[config.mk]
export PLATFORM = sky130hd
export DESIGN_NAME = cm_timer
export DESIGN_NICKNAME = d
export VERILOG_FILES = /design/src/rtl/cm_timer.sv
export SDC_FILE = /design/constraint.sdc
export NUM_CORES = 1
export LEC_CHECK = 0
export ABC_CLOCK_PERIOD_IN_PS = 2500
export BUFFER_PORTS_ARGS = -buffer_cell sky130_fd_sc_hd__buf_2
export CORE_ASPECT_RATIO = 0.5
export CORE_UTILIZATION = 45
export CTS_BUF_LIST = sky130_fd_sc_hd__clkbuf_16
export DETAILED_ROUTE_END_ITERATION = 8
export PLACE_DENSITY = 0.65
export SYNTH_ARGS = -nofsm -noshare
export SYNTH_HDL_FRONTEND = slang
export SYNTH_SLANG_ARGS = --single-unit
[constraint.sdc]
create_clock -name clk -period 2.5 [get_ports clk]
set_input_delay 0.5 -clock clk [delete_from_list [all_inputs] [get_ports clk]]
set_output_delay 0.5 -clock clk [all_outputs]
set_load 0.02 [all_outputs]
[src/rtl/cm_timer.sv]
module cm_timer #(
  parameter int W = 8
) (
  input  logic         clk,
  input  logic         rst_n,
  input  logic         tick,
  input  logic         wr_en,
  input  logic [1:0]   wr_addr,
  input  logic [W-1:0] wr_data,
  input  logic [1:0]   rd_addr,
  output logic [W-1:0] rd_data,
  output logic         wave_out
);
  localparam logic [W-1:0] MAX = '1;
  localparam logic [1:0] A_CTRL = 2'd0, A_CNT = 2'd1, A_CMP = 2'd2, A_FLG = 2'd3;

  logic [W-1:0] cnt, cmp_reg, cmp_buf;
  logic [1:0]   mode, act;
  logic         wrap_f, match_f, out_q;

  wire ctrl_wr = wr_en && wr_addr == A_CTRL;
  wire cnt_wr  = wr_en && wr_addr == A_CNT;
  wire cmp_wr  = wr_en && wr_addr == A_CMP;
  wire flg_wr  = wr_en && wr_addr == A_FLG;

  wire pwm  = mode == 2'd3;
  wire ctc  = mode == 2'd2;
  wire step = tick && !cnt_wr;

  wire [W-1:0] cmp_use = pwm ? cmp_buf : cmp_reg;
  wire [W-1:0] cmp_nxt = cmp_wr ? wr_data : cmp_reg;
  wire hit  = step && cnt == cmp_use;
  wire wrap = step && cnt == MAX;
  wire force_go = ctrl_wr && wr_data[7] && wr_data[1:0] != 2'd3;

  function automatic logic apply(input logic [1:0] a, input logic cur);
    case (a)
      2'd1:    return ~cur;
      2'd2:    return 1'b0;
      2'd3:    return 1'b1;
      default: return cur;
    endcase
  endfunction

  always_ff @(posedge clk or negedge rst_n) begin
    if (!rst_n) begin
      cnt <= '0;
    end else if (cnt_wr) begin
      cnt <= wr_data;
    end else if (step) begin
      cnt <= (ctc && hit) ? '0 : cnt + 1'b1;
    end
  end

  always_ff @(posedge clk or negedge rst_n) begin
    if (!rst_n) begin
      cmp_reg <= '0;
      cmp_buf <= '0;
    end else begin
      cmp_reg <= cmp_nxt;
      if (!pwm || wrap) cmp_buf <= cmp_nxt;
    end
  end

  always_ff @(posedge clk or negedge rst_n) begin
    if (!rst_n) begin
      mode <= '0;
      act  <= '0;
    end else if (ctrl_wr) begin
      mode <= wr_data[1:0];
      act  <= wr_data[3:2];
    end
  end

  always_ff @(posedge clk or negedge rst_n) begin
    if (!rst_n) begin
      out_q <= 1'b0;
    end else if (force_go) begin
      out_q <= apply(wr_data[3:2], out_q);
    end else if (pwm) begin
      if (wrap && act[1])      out_q <= ~act[0];
      else if (hit && act[1])  out_q <= act[0];
    end else if (hit) begin
      out_q <= apply(act, out_q);
    end
  end

  always_ff @(posedge clk or negedge rst_n) begin
    if (!rst_n) begin
      wrap_f  <= 1'b0;
      match_f <= 1'b0;
    end else begin
      wrap_f  <= wrap | (wrap_f  & ~(flg_wr & wr_data[0]));
      match_f <= hit  | (match_f & ~(flg_wr & wr_data[1]));
    end
  end

  always_comb begin
    rd_data = '0;
    case (rd_addr)
      A_CTRL:  rd_data[3:0] = {act, mode};
      A_CNT:   rd_data = cnt;
      A_CMP:   rd_data = cmp_reg;
      default: rd_data[1:0] = {match_f, wrap_f};
    endcase
  end

  assign wave_out = out_q;

  AST_HOLD_NO_TICK: assert property (@(posedge clk) disable iff (!rst_n)
    !tick && !cnt_wr |=> $stable(cnt));
  AST_WRAP_FLAG: assert property (@(posedge clk) disable iff (!rst_n)
    step && cnt == MAX |=> wrap_f && cnt == '0);
  AST_CTC_CLEAR: assert property (@(posedge clk) disable iff (!rst_n)
    step && ctc && cnt == cmp_reg |=> cnt == '0);
  AST_MATCH_FLAG: assert property (@(posedge clk) disable iff (!rst_n)
    hit |=> match_f);
  AST_PWM_BOTTOM: assert property (@(posedge clk) disable iff (!rst_n)
    pwm && act == 2'd2 && wrap && !ctrl_wr |=> wave_out);
  AST_PWM_BUF_HOLD: assert property (@(posedge clk) disable iff (!rst_n)
    pwm && !wrap |=> $stable(cmp_buf));
  AST_FORCE_NO_FLAG: assert property (@(posedge clk) disable iff (!rst_n)
    force_go && !tick && !match_f |=> !match_f);
  AST_FLAG_STICKY: assert property (@(posedge clk) disable iff (!rst_n)
    !flg_wr && wrap_f |=> wrap_f);
endmodule

Word-level counts from Yosys, hierarchy flattened

Cells that the tools add are included.
Widths: inputs -> output; s select.

Flip-flop bits (word level): 31
Input port bits: 16
Output and inout bits: 9
Logic and storage cells: 73

Add/sub/neg operators: 1
Equal/unequal tests: 18
Multiplexer cells: 15
Bitwise operators: 10
Reduce and logical (&&, ||, !) cells: 21

Operator list:

| operator            | number |
|---|---|
| $mux 8              | 5 |
| $eq 2x2->1 const B  | 9 |
| $logic_and 1x1->1   | 12 |
| $pmux 2 s3          | 2 |
| $add 8x1->8 const B | 1 |
| $eq 2x1->1 const B  | 4 |
| $eq 8x8->1          | 1 |
| $eq 8x8->1 const B  | 1 |
| $ne 4x1->1 const B  | 2 |
| $pmux 4 s2          | 1 |
| $pmux 1 s3          | 2 |
| $mux 1              | 5 |
| $reduce_bool 5->1   | 1 |
| $and 1x1->1         | 4 |
| $logic_not 2->1     | 2 |
| $not 1->1           | 4 |
| $reduce_and 4->1    | 1 |
| $reduce_bool 3->1   | 1 |
| $logic_not 1->1     | 2 |
| $ne 2x2->1 const B  | 1 |
| $or 1x1->1          | 2 |
| $reduce_bool 2->1   | 1 |
| $logic_or 1x1->1    | 1 |

Depth between registers and ports, before layout

Depth after elaboration: 10
Gate-level depth with buffers: 9
Gate-level depth less buffers: 8

Worst setup path after synthesis

OpenSTA, ideal clock, no wires.

Path type: reg2reg
Start point: register mode[0]
End point: register cnt[5]
Library setup time: 120 ps
Arrival: 1,934 ps
Data required time: 2,380 ps
Path slack: 446 ps
Cell stages (with the launch flop): 10
Path buffers: 2
Period minus slack after synthesis: 2,054 ps
Cells stage by stage: dfrtp_1 > and2_1 > buf_6 > nor3_2 > a221o_1 > o21ai_2 > nor4_4 > buf_6 > o21ai_1 > a31o_1

Word-level cells in the longest chain between the ends: 8
Elaborated cells on any way between the ends: 9
Classes of those cells: 3 x eq/ne; 4 x mux; 2 x reduce/logical

Ends and longest elaborated chain:

| element                | line | text |
|---|---|---|
| start, declared        | 18   | `logic [1:0] mode, act;` |
| start signal, assigned | 70   | `mode <= wr_data[1:0];` |
| $eq 2x2->1             | 26   | `wire pwm = mode == 2'd3;` |
| $mux 8                 | 30   | `wire [W-1:0] cmp_use = pwm ? cmp_buf : cmp_reg;` |
| $eq 8x8->1             | 32   | `wire hit = step && cnt == cmp_use;` |
| $logic_and 1x1->1      | 32   |  |
| $logic_and 1x1->1 *    | 51   | `cnt <= (ctc && hit) ? '0 : cnt + 1'b1;` |
| $mux 8 *               | 51   |  |
| $mux 8 *               | 50   | `end else if (step) begin` |
| $mux 8 *               | 48   | `end else if (cnt_wr) begin` |
| end signal, assigned   | 49   | `cnt <= wr_data;` |
| end signal, assigned   | 51   |  |
| end, declared          | 17   | `logic [W-1:0] cnt, cmp_reg, cmp_buf;` |

Every way passes the cells marked *; elsewhere a longest branch is shown, timed or not. The select of a mux whose other input is x is not followed.
A chain may end at the register's enable or synchronous reset.

Final worst setup path

Ends and elaborated chain as after synthesis.

==> impl_metrics.yaml <==
route:
  drt_iter0_markers: 168
  wire_per_inst_um: 19.0
  dr.pass1.iters: 4
  num_vias: 1766
  drc: 0
  wl_mm: 5.39
  ant_nets: 0
  via_per_inst: 6.22
cells_and_area:
  drive_gt1_share_pct: 30.4
  layout-area-overhead-vs-synth_pct: 14.8
  diodes: 0
  post-route-util_pct: 57.1
  final_nets: 251
  finalInstanceArea_sq_mm: 0.00235
  fin_cells: 284
die:
  start_util_pct: 49.7
  dieArea_sq_mm: 0.00484
  num_rows: 16
  die_w_um: 97.4
  core-area_sq_mm: 0.00412
  pin_count: 25
  fp.dieH_um: 49.7
synth:
  synth_nets: 223
  syn_area_sq_mm: 0.00205
  synth.avg_cell_area_sq_um: 10.1
  yosys_warnings: 0
  syn_inst: 202
  async_flop_share_pct: 100
  ys_ff_latch: 31
  synth_edf_count: 0
  synth_cell_types: 49
  ys.flop_type: "dfrtp_1"
  ys_seq_area_share_pct: 37.9
timing:
  worst_pin_slew_ns: 0.732
  skew_ns: 0.00430
  fin_setup_tns_ns: 0
  post-route-period-util_pct: 94.0
  report.final.setup_viol: 0
  min_period_ns: 2.35
  hold_viol: 0
  slew_headroom_pct: 51.2
  drv_slew: 0
  fmax_ghz: 0.425
worst_setup_path:
  max_stage_delay_ns: 0.47
  critPathKind: "flop to flop"
  timing.rr.end: "cnt[5]$_DFFE_PN0P_"
  r2r-start: "mode[0]$_DFFE_PN0N_"
  path_max_fanout: 10
  critical_path_arrival_ns: 2.51
  worst_setup_path_end_kind: "flop"
  rr_worst_depth: 8
  r2r_slack_ns: 0.15
  cp-start-kind: "flop"
  cp.required_ns: 2.66
  slowest_stage: "dfrtp_1"
  crit_chain: "a21o_2 -> a21o_1 -> a211oi_2 -> nand4b_1 -> nor4_4 -> buf_4 -> o21ai_1 -> a31o_1"
place:
  port_buffers: 24
  dp.cells: 276
  place.gp.congestion: 0.861
  postPlaceCellArea_sq_mm: 0.00220
  place_hpwl_mm: 4.01
global_routing:
  grt_max_degree: 32
  grt_util_all_layers_pct: 24.5
  grt_antenna_before_repair: 0
  grt_overflow: 0
  grt_pass1_wl_mm: 8.83
  grt_pass1_vias: 1614
clock_network:
  hold_buffers: 0
  cts_root_buffer: "clkbuf_16"
  clk_pin_slew_ns: 0.05
  cts_buffers: 5
  cts_tree: "done"
  clockBufferDepth: 2
  cts_sinks: 31
  clock_latency_ns: 0.27
  h-tree-depth: 2
run_status:
  outcome: "completed"
pwr:
  max-vdd-ir-drop_mv: 0.310
  p_leak_nw: 1.03
  p_per_area_mw_per_mm2: 834
hold_path:
  hp-class: "input pin to asynchronous set/reset pin"
flow_run:
  max-cap-violations: 0
-- layer usage --
| layer | part of all wire, % | up-vias | global-route usage (%) |
|---|---|---|---|
| met5 | 0 | - | 0 |
| met4 | 0.80 | 0 | 4.90 |
| met3 | 9.8 | 6 | 8.23 |
| met2 | 40 | 72 | 33.3 |
| met1 | 49 | 884 | 37.0 |
| li1 | - | 804 | - |
-- placed cells by master, fill, tap and decap left out, types with 2 or more instances in the layout --
cell       count
a31oi_1        2
and3_1         3
dfrtp_1       29
clkbuf_16      5
nand4_1        2
xnor2_1        3
buf_2         24
inv_1         12
o41ai_1        4
dfrtp_2        2
mux2i_1        4
nand3b_1       4
nand3_1        7
nand2b_1       5
a21o_1         2
o221ai_1       2
nand4b_1       3
buf_4          8
a21oi_1        5
nor2_1         6
mux2_2        20
o21ai_2        2
a222oi_1       4
o21ai_1        4
nor2b_1        6
ha_1           5
xor2_1         3
o21a_1         2
a31o_1         5
nand2_1       19
o21ai_0        3
a22oi_1        4
-- Yosys cell counts (all sizes together) (3+ instances only) --
cell    instances  area, sq um
mux2           20          225
nand2          20         75.1
nor2            6         22.5
a222oi          4         40.0
mux2i           4         40.0
ha              5         62.6
nand3b          4         30.0
nand3           7         35.0
o21ai           9         52.6
xnor2           3         26.3
a22oi           4         30.0
clkbuf          4         15.0
dfrtp          31          776
and3            3         18.8
a21o            3         23.8
inv            12         45.0
a31o            5         43.8
buf             6         55.1
o41ai           5         51.3
a21oi           5         25.0
xor2            3         26.3
nand4b          3         26.3
nand2b          5         31.3
nor2b           6         37.5
-- cell type report --
cell class | count | area, sq um
clock buffers | 5 | 125
clock inverters | 2 | 8.76
fillers | 365 | 1770
inverters | 12 | 45.0
multi-input cells | 148 | 1150
flip-flops and latches | 31 | 778
well taps | 54 | 67.6
repair buffers | 32 | 180
-- cells by family (layout without fill, tap and decap cells) --
| logic type | Yosys count | in the layout | share of synthesized area (%) |
|---|---|---|---|
| DFF | 31 | 31 | 37.9 |
| adders and majority gates | 5 | 5 | 3.05 |
| muxes | 24 | 24 | 12.9 |
| buffers and inverters | 23 | 51 | 6.53 |
| AOI/OAI and AO/OA | 49 | 49 | 19.2 |
| xor gates and xnor gates | 6 | 6 | 2.56 |
| and+or+nand+nor | 64 | 64 | 17.8 |
-- worst max path at each step --
| stage | slack [ns] | depth (start not counted) | end | from |
|---|---|---|---|---|
| after floorplan | 0.45 | 9 | cnt[5]$_DFFE_PN0P_ | mode[0]$_DFFE_PN0N_ |
| after global placement | 0.05 | 6 | cmp_buf[3]$_DFFE_PN0P_ | cnt[0]$_DFFE_PN0P_ |
| after detailed placement | 0.03 | 6 | cmp_buf[6]$_DFFE_PN0P_ | cnt[0]$_DFFE_PN0P_ |
| after CTS | 0.01 | 6 | cmp_buf[6]$_DFFE_PN0P_ | cnt[0]$_DFFE_PN0P_ |
| after global routing | -0.001 | 8 | cnt[4]$_DFFE_PN0P_ | mode[0]$_DFFE_PN0N_ |
| final | 0.15 | 8 | cnt[5]$_DFFE_PN0P_ | mode[0]$_DFFE_PN0N_ |
-- critical path: cells and delay by family (launching register included) --
kind	cells	cell delay, ns
AO/OA/AOI/OAI	5	1.01
buffers and inverters	1	0.23
flip-flops	1	0.47
AND/OR/NAND/NOR	2	0.53
-- timing repair --
action                                  in CTS  in global routing
endpoints found under the setup margin       0                 14
setup buffers                                0                  1
gates resized for setup                      0                  5
-- metrics by stage --
step                power [mW]  hold WS, ns  setup slack, ns
global route              2.07        0.358         -0.00105
finish                    1.96        0.280            0.149
global placement          1.38        0.455           0.0504
floorplan                 1.22        0.204            0.446
detailed placement        1.39        0.455           0.0312
CTS                       1.96        0.315           0.0138
-- where the power goes --
part / switching [mW] / internal (mW)
clock network: 0.205 / 0.357
registers: 0.157 / 0.625
logic: 0.333 / 0.286
Note: power is estimated with default switching activity, not from simulation.
